--- src/rtl/llsc_pkg.sv ---
package llsc_pkg;

  typedef enum logic [1:0] {
    OP_LOAD  = 2'd0,
    OP_STORE = 2'd1,
    OP_LINK  = 2'd2,
    OP_COND  = 2'd3
  } llsc_op_e;

  localparam int unsigned CMP_CORE  = 0;
  localparam int unsigned CMP_SNOOP = 1;
  localparam int unsigned CMP_EVICT = 2;
  localparam int unsigned CMP_NUM   = 3;

endpackage

--- src/rtl/llsc_line_cmp.sv ---
module llsc_line_cmp #(
  parameter int unsigned TAG_W = 26
) (
  input  logic             en,
  input  logic [TAG_W-1:0] tag_a,
  input  logic [TAG_W-1:0] tag_b,
  output logic             hit
);
  assign hit = en && (tag_a == tag_b);
endmodule

--- src/rtl/llsc_resv_state.sv ---
module llsc_resv_state #(
  parameter int unsigned TAG_W = 26
) (
  input  logic             clk,
  input  logic             rst_n,
  input  logic             set_en,
  input  logic [TAG_W-1:0] set_tag,
  input  logic             clr_en,
  output logic             resv_valid,
  output logic [TAG_W-1:0] resv_tag
);
  always_ff @(posedge clk) begin
    if (!rst_n) begin
      resv_valid <= 1'b0;
      resv_tag   <= '0;
    end else if (clr_en) begin
      resv_valid <= 1'b0;
    end else if (set_en) begin
      resv_valid <= 1'b1;
      resv_tag   <= set_tag;
    end
  end
endmodule

--- src/rtl/llsc_sc_resp.sv ---
module llsc_sc_resp (
  input  logic clk,
  input  logic rst_n,
  input  logic cond_fire,
  input  logic cond_pass,
  output logic rsp_valid,
  output logic rsp_ok
);
  always_ff @(posedge clk) begin
    if (!rst_n) begin
      rsp_valid <= 1'b0;
      rsp_ok    <= 1'b0;
    end else begin
      rsp_valid <= cond_fire;
      rsp_ok    <= cond_fire && cond_pass;
    end
  end
endmodule

--- src/rtl/llsc_monitor.sv ---
module llsc_monitor #(
  parameter int unsigned PA_W       = 32,
  parameter int unsigned DATA_W     = 32,
  parameter int unsigned LINE_BYTES = 64
) (
  input  logic              clk,
  input  logic              rst_n,
  input  logic              core_valid,
  output logic              core_ready,
  input  logic [1:0]        core_op,
  input  logic [PA_W-1:0]   core_addr,
  input  logic [DATA_W-1:0] core_wdata,
  output logic              mem_valid,
  input  logic              mem_ready,
  output logic              mem_write,
  output logic [PA_W-1:0]   mem_addr,
  output logic [DATA_W-1:0] mem_wdata,
  input  logic              snoop_valid,
  input  logic [PA_W-1:0]   snoop_addr,
  input  logic              trap_taken,
  input  logic              evict_valid,
  input  logic [PA_W-1:0]   evict_addr,
  output logic              sc_rsp_valid,
  output logic              sc_rsp_ok
);
  import llsc_pkg::*;

  localparam int unsigned OFF_W = $clog2(LINE_BYTES);
  localparam int unsigned TAG_W = PA_W - OFF_W;

  llsc_op_e         op;
  logic             is_link, is_cond, is_store;
  logic [TAG_W-1:0] core_tag, snoop_tag, evict_tag, ref_tag;
  logic             resv_valid;
  logic [TAG_W-1:0] resv_tag;
  logic             link_fire, cond_fire, fire;
  logic             kill, cond_pass, cond_drop;
  logic             set_en, clr_en;

  logic [CMP_NUM-1:0]             cmp_en;
  logic [CMP_NUM-1:0][TAG_W-1:0]  cmp_a;
  logic [CMP_NUM-1:0][TAG_W-1:0]  cmp_b;
  logic [CMP_NUM-1:0]             cmp_hit;

  assign op        = llsc_op_e'(core_op);
  assign is_link   = (op == OP_LINK);
  assign is_cond   = (op == OP_COND);
  assign is_store  = (op == OP_STORE);
  assign core_tag  = core_addr[PA_W-1:OFF_W];
  assign snoop_tag = snoop_addr[PA_W-1:OFF_W];
  assign evict_tag = evict_addr[PA_W-1:OFF_W];

  // A linked load accepted this cycle is the line that events must be checked against.
  assign link_fire = core_valid && is_link && mem_ready;
  assign ref_tag   = link_fire ? core_tag : resv_tag;

  assign cmp_en[CMP_CORE]  = resv_valid;
  assign cmp_a[CMP_CORE]   = core_tag;
  assign cmp_b[CMP_CORE]   = resv_tag;
  assign cmp_en[CMP_SNOOP] = snoop_valid;
  assign cmp_a[CMP_SNOOP]  = snoop_tag;
  assign cmp_b[CMP_SNOOP]  = ref_tag;
  assign cmp_en[CMP_EVICT] = evict_valid;
  assign cmp_a[CMP_EVICT]  = evict_tag;
  assign cmp_b[CMP_EVICT]  = ref_tag;

  for (genvar gi = 0; gi < CMP_NUM; gi++) begin : g_cmp
    llsc_line_cmp #(.TAG_W(TAG_W)) u_cmp (
      .en    (cmp_en[gi]),
      .tag_a (cmp_a[gi]),
      .tag_b (cmp_b[gi]),
      .hit   (cmp_hit[gi])
    );
  end

  assign kill      = cmp_hit[CMP_SNOOP] || cmp_hit[CMP_EVICT] || trap_taken;
  assign cond_pass = is_cond && cmp_hit[CMP_CORE] && !kill;
  assign cond_drop = is_cond && !cond_pass;

  assign mem_valid  = core_valid && !cond_drop;
  assign mem_write  = is_store || is_cond;
  assign mem_addr   = core_addr;
  assign mem_wdata  = core_wdata;
  assign core_ready = cond_drop ? 1'b1 : mem_ready;

  assign fire      = core_valid && core_ready;
  assign cond_fire = fire && is_cond;
  assign set_en    = link_fire && !kill;
  assign clr_en    = kill || cond_fire;

  llsc_resv_state #(.TAG_W(TAG_W)) u_state (
    .clk        (clk),
    .rst_n      (rst_n),
    .set_en     (set_en),
    .set_tag    (core_tag),
    .clr_en     (clr_en),
    .resv_valid (resv_valid),
    .resv_tag   (resv_tag)
  );

  llsc_sc_resp u_resp (
    .clk       (clk),
    .rst_n     (rst_n),
    .cond_fire (cond_fire),
    .cond_pass (cond_pass),
    .rsp_valid (sc_rsp_valid),
    .rsp_ok    (sc_rsp_ok)
  );

  a_r1_link_reserves: assert property (@(posedge clk) disable iff (!rst_n)
    (core_valid && core_ready && core_op == 2'd2 && !trap_taken
     && !(snoop_valid && snoop_addr[PA_W-1:OFF_W] == core_addr[PA_W-1:OFF_W])
     && !(evict_valid && evict_addr[PA_W-1:OFF_W] == core_addr[PA_W-1:OFF_W]))
    |=> (resv_valid && resv_tag == $past(core_addr[PA_W-1:OFF_W])));

  a_r2_write_needs_resv: assert property (@(posedge clk) disable iff (!rst_n)
    (core_valid && core_op == 2'd3 && mem_valid)
    |-> (resv_valid && resv_tag == core_addr[PA_W-1:OFF_W]));

  a_r3_rsp_next_cycle: assert property (@(posedge clk) disable iff (!rst_n)
    (core_valid && core_ready && core_op == 2'd3) |=> sc_rsp_valid);

  a_r3_no_stray_rsp: assert property (@(posedge clk) disable iff (!rst_n)
    !(core_valid && core_ready && core_op == 2'd3) |=> !sc_rsp_valid);

  a_r3_fail_had_no_write: assert property (@(posedge clk) disable iff (!rst_n)
    (sc_rsp_valid && !sc_rsp_ok) |-> $past(!mem_valid));

  a_r4_snoop_breaks: assert property (@(posedge clk) disable iff (!rst_n)
    (snoop_valid && resv_valid && snoop_addr[PA_W-1:OFF_W] == resv_tag
     && !(core_valid && core_ready && core_op == 2'd2))
    |=> !resv_valid);

  a_r6_trap_breaks: assert property (@(posedge clk) disable iff (!rst_n)
    trap_taken |=> !resv_valid);

  a_r8_cond_consumes: assert property (@(posedge clk) disable iff (!rst_n)
    (core_valid && core_ready && core_op == 2'd3) |=> !resv_valid);

endmodule

--- config.mk ---
export PLATFORM = sky130hd
export DESIGN_NAME = llsc_monitor
export DESIGN_NICKNAME = d
export VERILOG_FILES = /design/src/rtl/llsc_pkg.sv /design/src/rtl/llsc_line_cmp.sv /design/src/rtl/llsc_resv_state.sv /design/src/rtl/llsc_sc_resp.sv /design/src/rtl/llsc_monitor.sv
export SDC_FILE = /design/constraint.sdc
export NUM_CORES = 1
export LEC_CHECK = 0
export BUFFER_PORTS_ARGS = -buffer_cell sky130_fd_sc_hd__buf_2
export CORE_MARGIN = 1
export CORE_UTILIZATION = 45
export CTS_BUF_LIST = sky130_fd_sc_hd__clkbuf_16
export CTS_CLUSTER_SIZE = 12
export DETAILED_ROUTE_END_ITERATION = 7
export HOLD_SLACK_MARGIN = 0.12
export PLACE_DENSITY = 0.89
export SLEW_MARGIN = 20
export SYNTH_ARGS = -nofsm -noshare
export SYNTH_HDL_FRONTEND = slang
export SYNTH_SLANG_ARGS = --single-unit
--- constraint.sdc ---
create_clock -name clk -period 2.9 [get_ports clk]
set_input_delay 0.145 -clock clk [delete_from_list [all_inputs] [get_ports clk]]
set_output_delay 0.145 -clock clk [all_outputs]
set_load 0.01 [all_outputs]
# Yosys cells after proc, flatten, opt, wreduce, memory -nomap -nowiden
# Index checks and enable logic that the tools add are counted.
[word_totals] latchBits=0 ramBits=0 in_bits=137 memories=0 regBits=29 mem_bits_ro=0
[classes] shifts=0 muxes=2 n_eq_ne=6 div=0 n_addsub=0 n_lt_le_gt_ge=0 n_reduce_logical=22 n_mul=0 bitwise=2
[op_table] op="26-bit equality test" n=3
[op_table] op="26-bit two-way mux" n=1
[op_table] op="1-bit logical AND" n=13
[op_table] op="2-bit equality test, second input constant" n=2
[op_table] op="1-bit logical OR" n=4
[op_table] op="1-bit zero test" n=3
[op_table] op="2-bit by 1-bit equality test with 1-bit output, second input constant" n=1
[op_table] op="1-bit NOT" n=2
[op_table] op="2-bit AND reduction" n=1
[op_table] op="2-bit OR reduction" n=1
[op_table] op="1-bit two-way mux" n=1

# Depth between registers and ports, before layout
# Gate-level depths: netlist (run 1).
[logic_depth] ltp_word=18 depth_mapped=11 ltp_nobuf=8

# Hierarchy
# From an unflattened synthesis (run 1), not the netlist that was laid out.
[unflattened] hier_cells=332 hier_area_um2=2996.6
[by_module_without_submodules] module="llsc_resv_state" n_inst=1 area_per_inst_um2=1111.1 cells_each=117
[by_module_without_submodules] module="llsc_monitor" n_inst=1 area_per_inst_um2=962.2 cells_each=106
[by_module_without_submodules] module="llsc_line_cmp" n_inst=3 area_per_inst_um2=290.3 cells_each=35
[by_module_without_submodules] module="llsc_sc_resp" n_inst=1 area_per_inst_um2=52.6 cells_each=4

# Least setup slack after synthesis (run 1)
# No wires, ideal clock.
[synth_path] path_kind="input port to output port" start="in core_op[0]" end="out mem_valid" slack_ps=557 arrival_time_ps=2198 path_stages=10 n_path_buf=2 path_cell_list="and4b_1 buf_6 buf_6 mux2i_1 xnor2_1 nor2_1 nor4b_2 a22oi_4 or3b_1 a31oi_1"
[synth_via] elab_chain_cells=14
[synth_rtl] element="start: declaration" line_no="llsc_monitor.sv:10" rtl="input logic [1:0] core_op,"
[synth_rtl] element="2-bit equality test" line_no="llsc_monitor.sv:46" rtl="assign is_link = (op == OP_LINK);"
[synth_rtl] element="1-bit logical AND (2 in a row)" line_no="llsc_monitor.sv:54" rtl="assign link_fire = core_valid && is_link && mem_ready;"
[synth_rtl] element="26-bit two-way mux" line_no="llsc_monitor.sv:55" rtl="assign ref_tag = link_fire ? core_tag : resv_tag;"
[synth_rtl] element="26-bit equality test" line_no="llsc_line_cmp.sv:9" rtl="assign hit = en && (tag_a == tag_b);"
[synth_rtl] element="1-bit logical AND" line_no="llsc_line_cmp.sv:9"
[synth_rtl] element="1-bit logical OR (2 in a row)" line_no="llsc_monitor.sv:76" rtl="assign kill = cmp_hit[CMP_SNOOP] || cmp_hit[CMP_EVICT] || trap_taken;"
[synth_rtl] element="1-bit zero test" line_no="llsc_monitor.sv:77" rtl="assign cond_pass = is_cond && cmp_hit[CMP_CORE] && !kill;"
[synth_rtl] element="1-bit logical AND" line_no="llsc_monitor.sv:77"
[synth_rtl] element="1-bit zero test" line_no="llsc_monitor.sv:78" rtl="assign cond_drop = is_cond && !cond_pass;"
[synth_rtl] element="1-bit logical AND *" line_no="llsc_monitor.sv:78"
[synth_rtl] element="1-bit zero test *" line_no="llsc_monitor.sv:80" rtl="assign mem_valid = core_valid && !cond_drop;"
[synth_rtl] element="1-bit logical AND *" line_no="llsc_monitor.sv:80"
[synth_rtl] element="end: declaration" line_no="llsc_monitor.sv:13" rtl="output logic mem_valid,"
# Mark *: on every way between the ends. The rest lies on a longest branch, timed or not.

# Final worst setup path (run 1)
[layout_path] start="reg u_state.resv_tag[7]" end="out core_ready"
[layout_via] elab_chain_cells=10
[layout_rtl] element="start: declaration" line_no="llsc_resv_state.sv:10" rtl="output logic [TAG_W-1:0] resv_tag"
[layout_rtl] element="start signal: assignment" line_no="llsc_resv_state.sv:20" rtl="resv_tag <= set_tag;"
[layout_rtl] element="26-bit two-way mux" line_no="llsc_monitor.sv:55"
[layout_rtl] element="26-bit equality test" line_no="llsc_line_cmp.sv:9"
[layout_rtl] element="1-bit logical AND" line_no="llsc_line_cmp.sv:9"
[layout_rtl] element="1-bit logical OR (2 in a row)" line_no="llsc_monitor.sv:76"
[layout_rtl] element="1-bit zero test" line_no="llsc_monitor.sv:77"
[layout_rtl] element="1-bit logical AND *" line_no="llsc_monitor.sv:77"
[layout_rtl] element="1-bit zero test *" line_no="llsc_monitor.sv:78"
[layout_rtl] element="1-bit logical AND *" line_no="llsc_monitor.sv:78"
[layout_rtl] element="1-bit two-way mux *" line_no="llsc_monitor.sv:84" rtl="assign core_ready = cond_drop ? 1'b1 : mem_ready;"
[layout_rtl] element="end: declaration" line_no="llsc_monitor.sv:9" rtl="output logic core_ready,"
# Marked as above.

==> results of run 1 <==
## repair_timing
action | CTS | global route
hold buffers | 1 | 0
hold endpoints to repair | 1 | 0
endpoints found under the setup margin | 0 | 2
gates resized for setup | 0 | 2
## report_power, final
part	total, W	switching (W)	internal, W	leakage, nW
registers	0.000411	0.00000758	0.000404	0.235
logic	0.000340	0.000194	0.000145	1.45
clock network	0.000587	0.000188	0.000399	0.0826
## routing by layer
metal / vias up / part of all wire [%] / global-route usage (%)
li1: 1546 / - / -
met1: 1552 / 41 / 33.37
met2: 189 / 47 / 44.62
met3: 35 / 8.7 / 5.078
met4: 0 / 3.0 / 11.40
met5: - / 0 / 0
## worst register-to-register path: cells and delay by family, from the launching register on
| kind | cells | cell delay (ps) |
|---|---|---|
| AOI/OAI and AO/OA | 3 | 650 |
| DFF | 1 | 410 |
| muxes | 1 | 240 |
| and+or+nand+nor | 4 | 980 |
## registers in the layout, summed over array words and instances, names as in the netlist
register / count
u_resp.rsp_ok: 1
u_resp.rsp_valid: 1
u_state.resv_tag: 26
u_state.resv_valid: 1
## stage by stage
| step | hold WS, ps | worst slack [ps] | power, W | cell area [µm²] |
|---|---|---|---|---|
| 5_1_grt | 157.1 | 21.58 | 0.001389 | 3766 |
| 3_3_place_gp | 290.1 | 207.1 | 0.0007480 | 3585 |
| 3_5_place_dp | 290.1 | 176.8 | 0.0007511 | 3585 |
| 4_1_cts | 151.0 | 7.797 | 0.001336 | 3757 |
| 6_report | 154.5 | 120.4 | 0.001338 | 3766 |
| 2_1_floorplan | 220.8 | 557.4 | 0.0006618 | 3402 |
## synthesized netlist by cell type, types with 2 or more instances
| master | n |
|---|---|
| sky130_fd_sc_hd__inv_1 | 37 |
| sky130_fd_sc_hd__a221o_1 | 2 |
| sky130_fd_sc_hd__nand2b_1 | 14 |
| sky130_fd_sc_hd__nand2_1 | 65 |
| sky130_fd_sc_hd__a32oi_1 | 2 |
| sky130_fd_sc_hd__nor2b_1 | 2 |
| sky130_fd_sc_hd__clkbuf_1 | 9 |
| sky130_fd_sc_hd__buf_4 | 64 |
| sky130_fd_sc_hd__buf_12 | 2 |
| sky130_fd_sc_hd__dfxtp_1 | 29 |
| sky130_fd_sc_hd__nor4_1 | 7 |
| sky130_fd_sc_hd__buf_6 | 2 |
| sky130_fd_sc_hd__mux2i_1 | 36 |
| sky130_fd_sc_hd__xnor2_1 | 35 |
| sky130_fd_sc_hd__nand4_1 | 9 |
| sky130_fd_sc_hd__o22ai_1 | 12 |
| sky130_fd_sc_hd__a221oi_1 | 6 |
| sky130_fd_sc_hd__o221ai_1 | 5 |
| sky130_fd_sc_hd__o21ai_0 | 5 |
| sky130_fd_sc_hd__a2111oi_0 | 2 |
| sky130_fd_sc_hd__o2111ai_1 | 5 |
| sky130_fd_sc_hd__xor2_1 | 27 |
| sky130_fd_sc_hd__nor2_1 | 8 |
| sky130_fd_sc_hd__a222oi_1 | 2 |
| sky130_fd_sc_hd__a21oi_1 | 5 |
| sky130_fd_sc_hd__a31oi_1 | 3 |
| sky130_fd_sc_hd__nand3_1 | 4 |
| sky130_fd_sc_hd__nor3_1 | 5 |
| sky130_fd_sc_hd__o211ai_1 | 2 |
## path summary, 6_finish.rpt
check,slack [ps],endpoint,cells after the start,startpoint
worst max-delay path,120,core_ready,9,u_state.resv_tag[7]
worst min-delay path,150,u_resp.rsp_ok,3,mem_ready
worst max register to register,550,u_state.resv_tag[7],8,u_state.resv_tag[2]
worst min register to register,510,u_state.resv_tag[9],2,u_state.resv_tag[9]
## cell type report
cell class / instances / area [µm²]
fill: 750 / 3526
multi-input combinational: 291 / 2108
timing repair buffer: 122 / 650.6
sequential: 29 / 581.8
inverter: 37 / 138.9
clock buffer: 5 / 125.1
tap: 99 / 123.9
clock inverter: 3 / 37.54
## logic make-up (layout without fill, tap and decap cells)
logic type | count (synthesis) | count (layout) | share of synthesized area (%)
XOR/XNOR | 62 | 62 | 15.96
buffers and inverters | 115 | 167 | 21.18
AND/OR/NAND/NOR | 127 | 127 | 19.46
AO/OA/AOI/OAI | 64 | 64 | 14.75
flip-flops | 29 | 29 | 17.07
multiplexers | 38 | 38 | 11.59
==> metrics list, run 1 <==
- Of the cells placed in the final design, the portion with a size suffix greater than 1 is 28.13%.
- In this run the remaining antenna-violating nets after routing total 0.
- Number of antenna violations at the first check in global routing: 0
- Port-buffer cells: 117
- Critical path peak fanout: 5
- The first global-routing pass estimated 15610 µm of wire.
* Unrepaired setup endpoints after global routing: false
- Cell Rows: 31
- In the synthesized netlist the async set-or-reset flop fraction comes to 0%.
* Clk Tree Root Cell: sky130_fd_sc_hd__clkbuf_16
- Setup violations remaining at the end of the flow were counted as 0.
* Post-synthesis average cell area: 7.821 µm²
- Including well taps, the total number of placed cells is 577.
* Clock input transition at the sequential cells of the worst setup and hold paths: 50 ps
- Yosys top cell area share: 17.07%
* HPWL after DPL: 8364 µm
* Core Area: 0.007292 mm²
- DIE AREA: 0.007912 mm²
- The synthesized netlist occupies a cell area of 0.003402 mm².
* Cell with the most instances on the worst path: sky130_fd_sc_hd__nor3_1
* Run status: finished clean
- TritonCTS clock tree: built
- Overall overflow remaining after global route: 0
* Antenna Cells: 0
* Detail-routed net length per standard cell: 18.01 µm
* Peak supply drop: 0.3208 mV
- During I/O placement, the number of pins put on the boundary was 206.
* Hold/Removal Path Class: in -> reg
- Derived from the worst setup path, the maximum achievable clock frequency is 0.3598 GHz.
- For this run, the number of Yosys warnings is 0.
- Worst setup EP type: output port
- Post-Layout Cell Count: 586
- Power per standard cell area: 355.2 mW/mm²
- Headroom to the max-slew limit came out at 62.37%.
- On the worst path, the slowest cell contributes a delay of 440 ps.
- Layout net count: 623
- Top Family by Delay on Critical Path: compound AO/OA/AOI/OAI gates
* Req. time, crit path: 2760 ps
* Maximum number of pins on one net before global-route repair: 44
- Static leakage: 1.765 nW
- The die is 88.95 µm tall.
- Die Wd: 88.95 µm
- Clock tree synthesis inserted a total of 5 buffers.
- Gr usage total: 26.58%
* Worst setup SP type: flip-flop
- When the netlist entered floorplanning its net count stood at 572.
- Sequential elements use 17.07% of the synthesized area.
* Final-layout setup total negative slack: 0 ps
- The pre-antenna-repair detailed-routing pass consisted of 5 iterations.
- In this run, distinct cell masters in the synthesized netlist total 58.
* Synth Register Bits: 29
* Number of hold violations in the final report: 0
* Final design utilization: 51.65%
* Count of maximum capacitance violations: 0
* Number of sinks driven by the clock tree: 29
* DR DRC count: 0
* Total via count after detailed routing: 3322
- In this run, synthesis inferred 0 flip-flops with an integrated enable.
* Slowest stage cell, crit path: sky130_fd_sc_hd__or3b_1
* Final clock period utilization by the worst path: 95.85%
- After clock tree synthesis, the setup repair step added 0 buffers.
* CP Class: reg -> out
- Layout overhead on the synthesized area: 10.70%
- Primary flip-flop cell chosen by synthesis mapping: sky130_fd_sc_hd__dfxtp_1
* Crit path arrival time: 2630 ps
- The library cell used most frequently in the layout, excluding fill and tap cells, is sky130_fd_sc_hd__buf_2.
* Worst Skew: 7.180 ps
* Pins over their slew limit: 0
- For the finished layout, the period the worst path requires is 2780 ps.
- Wire length after detailed routing: 10550 µm
- The number of global-route vias before repair is 3013.
- Count of H-tree levels built during CTS: 2
* Via count normalized by instance count: 5.669
* Effective utilization at floorplan: 46.65%
- In this run the deepest clock path goes through 2 buffers.
* Leading area contributor after synthesis: sky130_fd_sc_hd__dfxtp_1
- By area the synthesized netlist is led by sky130_fd_sc_hd__dfxtp_1, sky130_fd_sc_hd__buf_4, sky130_fd_sc_hd__mux2i_1, sky130_fd_sc_hd__xnor2_1, sky130_fd_sc_hd__nand2_1.
* Cell-by-cell listing of the critical path: xor2_2, a221o_1, nor3_1, o32ai_1, nor3_1, a22oi_4, or3b_1, a31o_1, buf_2
- In this run, the number of DRC markers left after iteration 0 of detailed routing was 245.
* Slew at the pin with the worst max-slew slack: 558.6 ps
- The number of buffers and inverters on the critical path is 1.
- Placer's final routability congestion estimate: 0.9521
- Clock network latency to the later pin of the worst-skew pair: 280 ps
* Cell count after synthesis: 435
- Top library cells by usage in the layout, fill and taps aside: sky130_fd_sc_hd__buf_2, sky130_fd_sc_hd__nand2_1, sky130_fd_sc_hd__inv_1
No activity file was read; power rests on OpenSTA's default activity.
==> inputs of run 2 (changes only) <==
- BUFFER_PORTS_ARGS: -buffer_cell sky130_fd_sc_hd__buf_2 -> -buffer_cell sky130_fd_sc_hd__buf_4
- CTS_CLUSTER_DIAMETER: not set -> 80
- PLACE_DENSITY: 0.89 -> 0.83
==> metrics list, run 2 (synthesized netlist as in run 1, its figures left out) <==
* Crit path arrival time: 2710 ps (+80 ps)
* Pins over their slew limit: 0 (unchanged)
- Core Area: 0.007292 mm² (unchanged)
- From synthesis to final layout, the design area changed by 18.79%.
* Power per standard cell area: 321.8 mW/mm² (-9.4%)
- Sequential Power Share: 31.7% (+0.9 points)
- STA classifies the critical path startpoint as a flip-flop.
- Gr usage total: 27.81% (+1.2 points)
- The slowest stage of the critical path is the sky130_fd_sc_hd__or3b_1 cell.
- The number of ports placed on the die boundary is 206 (unchanged).
* Req. time, crit path: 2760 ps (about the same)
* Clock input transition at the sequential cells of the worst setup and hold paths: 50 ps (about the same)
- Clock network latency to the later pin of the worst-skew pair: 280 ps (about the same)
- The die boundary width is 88.95 µm (unchanged).
- Number of hold violations in the final report: 0 (unchanged)
* Worst setup EP type: output port
* Upper clock frequency limit: 0.3499 GHz (-2.7%)
- The initial standard-cell utilization of the core is 46.65% (unchanged).
- Number of sinks driven by the clock tree: 29 (unchanged)
* Clk Tree Root Cell: sky130_fd_sc_hd__clkbuf_16
- Worst Skew: 1.619 ps (-5.561 ps)
- The cell that appears most often on the critical path is sky130_fd_sc_hd__nor3_1.
- Run status: finished clean
* DIE HEIGHT: 88.95 µm (unchanged)
- The vias per cell is 5.615 (-0.94%).
* Most flops, register: u_state.resv_tag
- Clock share of power: 38.3% (-5.5 points)
- The tightest min-delay check is of the in -> reg type.
- Remaining number of nets flagged by the antenna check after routing: 0 (unchanged)
* Top library cells by usage in the layout, fill and taps aside: sky130_fd_sc_hd__buf_4, sky130_fd_sc_hd__nand2_1, sky130_fd_sc_hd__inv_1
- Final-layout setup total negative slack: 0 ps (unchanged)
- DIE AREA: 0.007912 mm² (unchanged)
- The total CTS buffers came to 5 (unchanged).
- The maximum number of pins on one net before global-route repair was 44 (unchanged).
* Switching pwr: 0.0003975 W (+1.9%)
- The post-CTS setup-driven buffer insertion count came to 0 (unchanged).
- Share of total power consumed by net switching: 30.56% (+1.4 points)
- The library cell used most frequently in the layout, excluding fill and tap cells, is sky130_fd_sc_hd__buf_4.
- Maximum count of clock buffers along a single path: 2 (unchanged)
- The number of antenna violations at the first check in global routing came to 0 (unchanged).
- Static leakage: 1.875 nW (+6.2%)
* Wire length after detailed routing: 10990 µm (+4.1%)
* Critical path peak fanout: 5 (unchanged)
- Total iterations of the first detailed-routing run: 5 (unchanged)
- The depth of the CTS H-tree is 2 (unchanged).
* Vias in the first global route: 3092 (+2.6%)
* Internal Dissipation: 0.0009031 W (-4.7%)
- The post-route minimum period was 2858 ps (+78.45 ps).
* Final clock period utilization by the worst path: 98.55% (+2.7 points)
- The setup path with the least slack is of type reg -> out.
- HPWL after DPL: 8660 µm (+3.5%)
- The flip-flop count of the largest register after layout is 26 (unchanged).
- The wire length of the first global-routing pass was 16100 µm (+3.2%).
* Detail-routed net length per standard cell: 18.78 µm (+4.3%)
- Placer's final routability congestion estimate: 0.9740 (+2.3%)
- Port-buffer cells: 117 (unchanged)
- Fill cell total of the finished layout: 714 (-4.8%)
- The total of endpoints with negative setup slack in the final report came to 0 (unchanged).
- Count of routing violations after the opening detailed-route iteration: 166 (-32%)
* Tightest hold margin: 133.5 ps (-21.03 ps)
- Unrepaired setup endpoints after global routing: false
- The normalized max-slew margin is 66.36% (+4.0 points).
- The slew at the pin with the worst max-slew slack came to 504.5 ps (-54.05 ps).
- Peak supply drop: 0.2014 mV (-37%)
- DR DRC count: 0 (unchanged)
* Cell-by-cell listing of the critical path: xor2_1, a221o_1, nor3_1, o32ai_1, nor3_1, a22oi_4, or3b_1, a31o_1, buf_4
* TritonCTS clock tree: built
- The standard-cell row count was 31 (unchanged).
- The count of antenna diodes in the layout came to 0 (unchanged).
- The fraction of final layout cells with drive strength greater than 1 was 28.19% (+0.058 points).
* Count of maximum capacitance violations: 0 (unchanged)
- The post-layout net count came to 622 (-0.16%).
- Part of the total power dissipated in combinational logic: 30.0% (+4.6 points)
* Total via count after detailed routing: 3285 (-1.1%)
- The global-route congestion overflow total was 0 (unchanged).
- Maximum single-stage delay on the critical path: 440 ps (about the same)
[run 2: cell type report]
type,count,area (µm²),area share (%)
flip-flops and latches,29,583.1,14.43
multi-input cells,291,2123,52.54
repair buffers,121,935.9,23.16
inverters,37,138.9,3.437
clock inverters,3,11.26,0.2786
clock buffers,5,125.1,3.096
well taps,99,123.9,3.065
[run 2: per-layer routing]
metal	GRT usage [%]	share of wire, %	vias to the layer above	routed length (µm)
met3	5.263	7.6	27	834
met4	9.235	2.2	0	239
met1	36.28	43	1558	4763
met2	46.29	47	158	5150
li1	-	-	1542	-
met5	0	0	-	0
[run 2: power groups by stage]
stage | Combinational, W | Clock (W) | Sequential (W)
after floorplan | 0.000244 | 0 | 0.000418
after global placement | 0.000379 | 0 | 0.000420
after detailed placement | 0.000382 | 0 | 0.000420
after CTS | 0.000385 | 0.000501 | 0.000411
after global routing | 0.000419 | 0.000521 | 0.000412
final | 0.000390 | 0.000498 | 0.000412
[run 2: through the flow]
step	worst slack [ps]	util, %	instance area, µm²	instances	power, W
3_5_place_dp	180.2	53.07	3870	576	0.0008022
3_3_place_gp	227.8	53.07	3870	576	0.0007982
4_1_cts	59.44	55.10	4018	585	0.001298
5_1_grt	1.006	55.42	4041	585	0.001352
2_1_floorplan	557.4	-	3402	435	0.0006618
6_report	41.98	55.42	4041	585	0.001301
[run 2: final timing paths]
check                            from             endpoint  slack, ps  cells after the start
setup / recovery  u_state.resv_tag[7]           core_ready         40                      9
hold / removal              mem_ready        u_resp.rsp_ok        130                      3
setup reg to reg  u_state.resv_tag[6]  u_state.resv_tag[6]        530                      8
hold reg to reg   u_state.resv_tag[9]  u_state.resv_tag[9]        510                      2
[run 2: critical path, delay by kind of cell (launching register included)]
kind	cells	cell delay, ps
DFF	1	400
buffers and inverters	1	140
and+or+nand+nor	3	620
AOI/OAI and AO/OA	4	1040
xor gates and xnor gates	1	230
[run 2: what timing repair did]
action,in CTS,in global routing
resized for setup,1,4
pin swaps,0,0
hold endpoints to repair,1,0
hold buffers,1,0
setup endpoints to repair,1,2
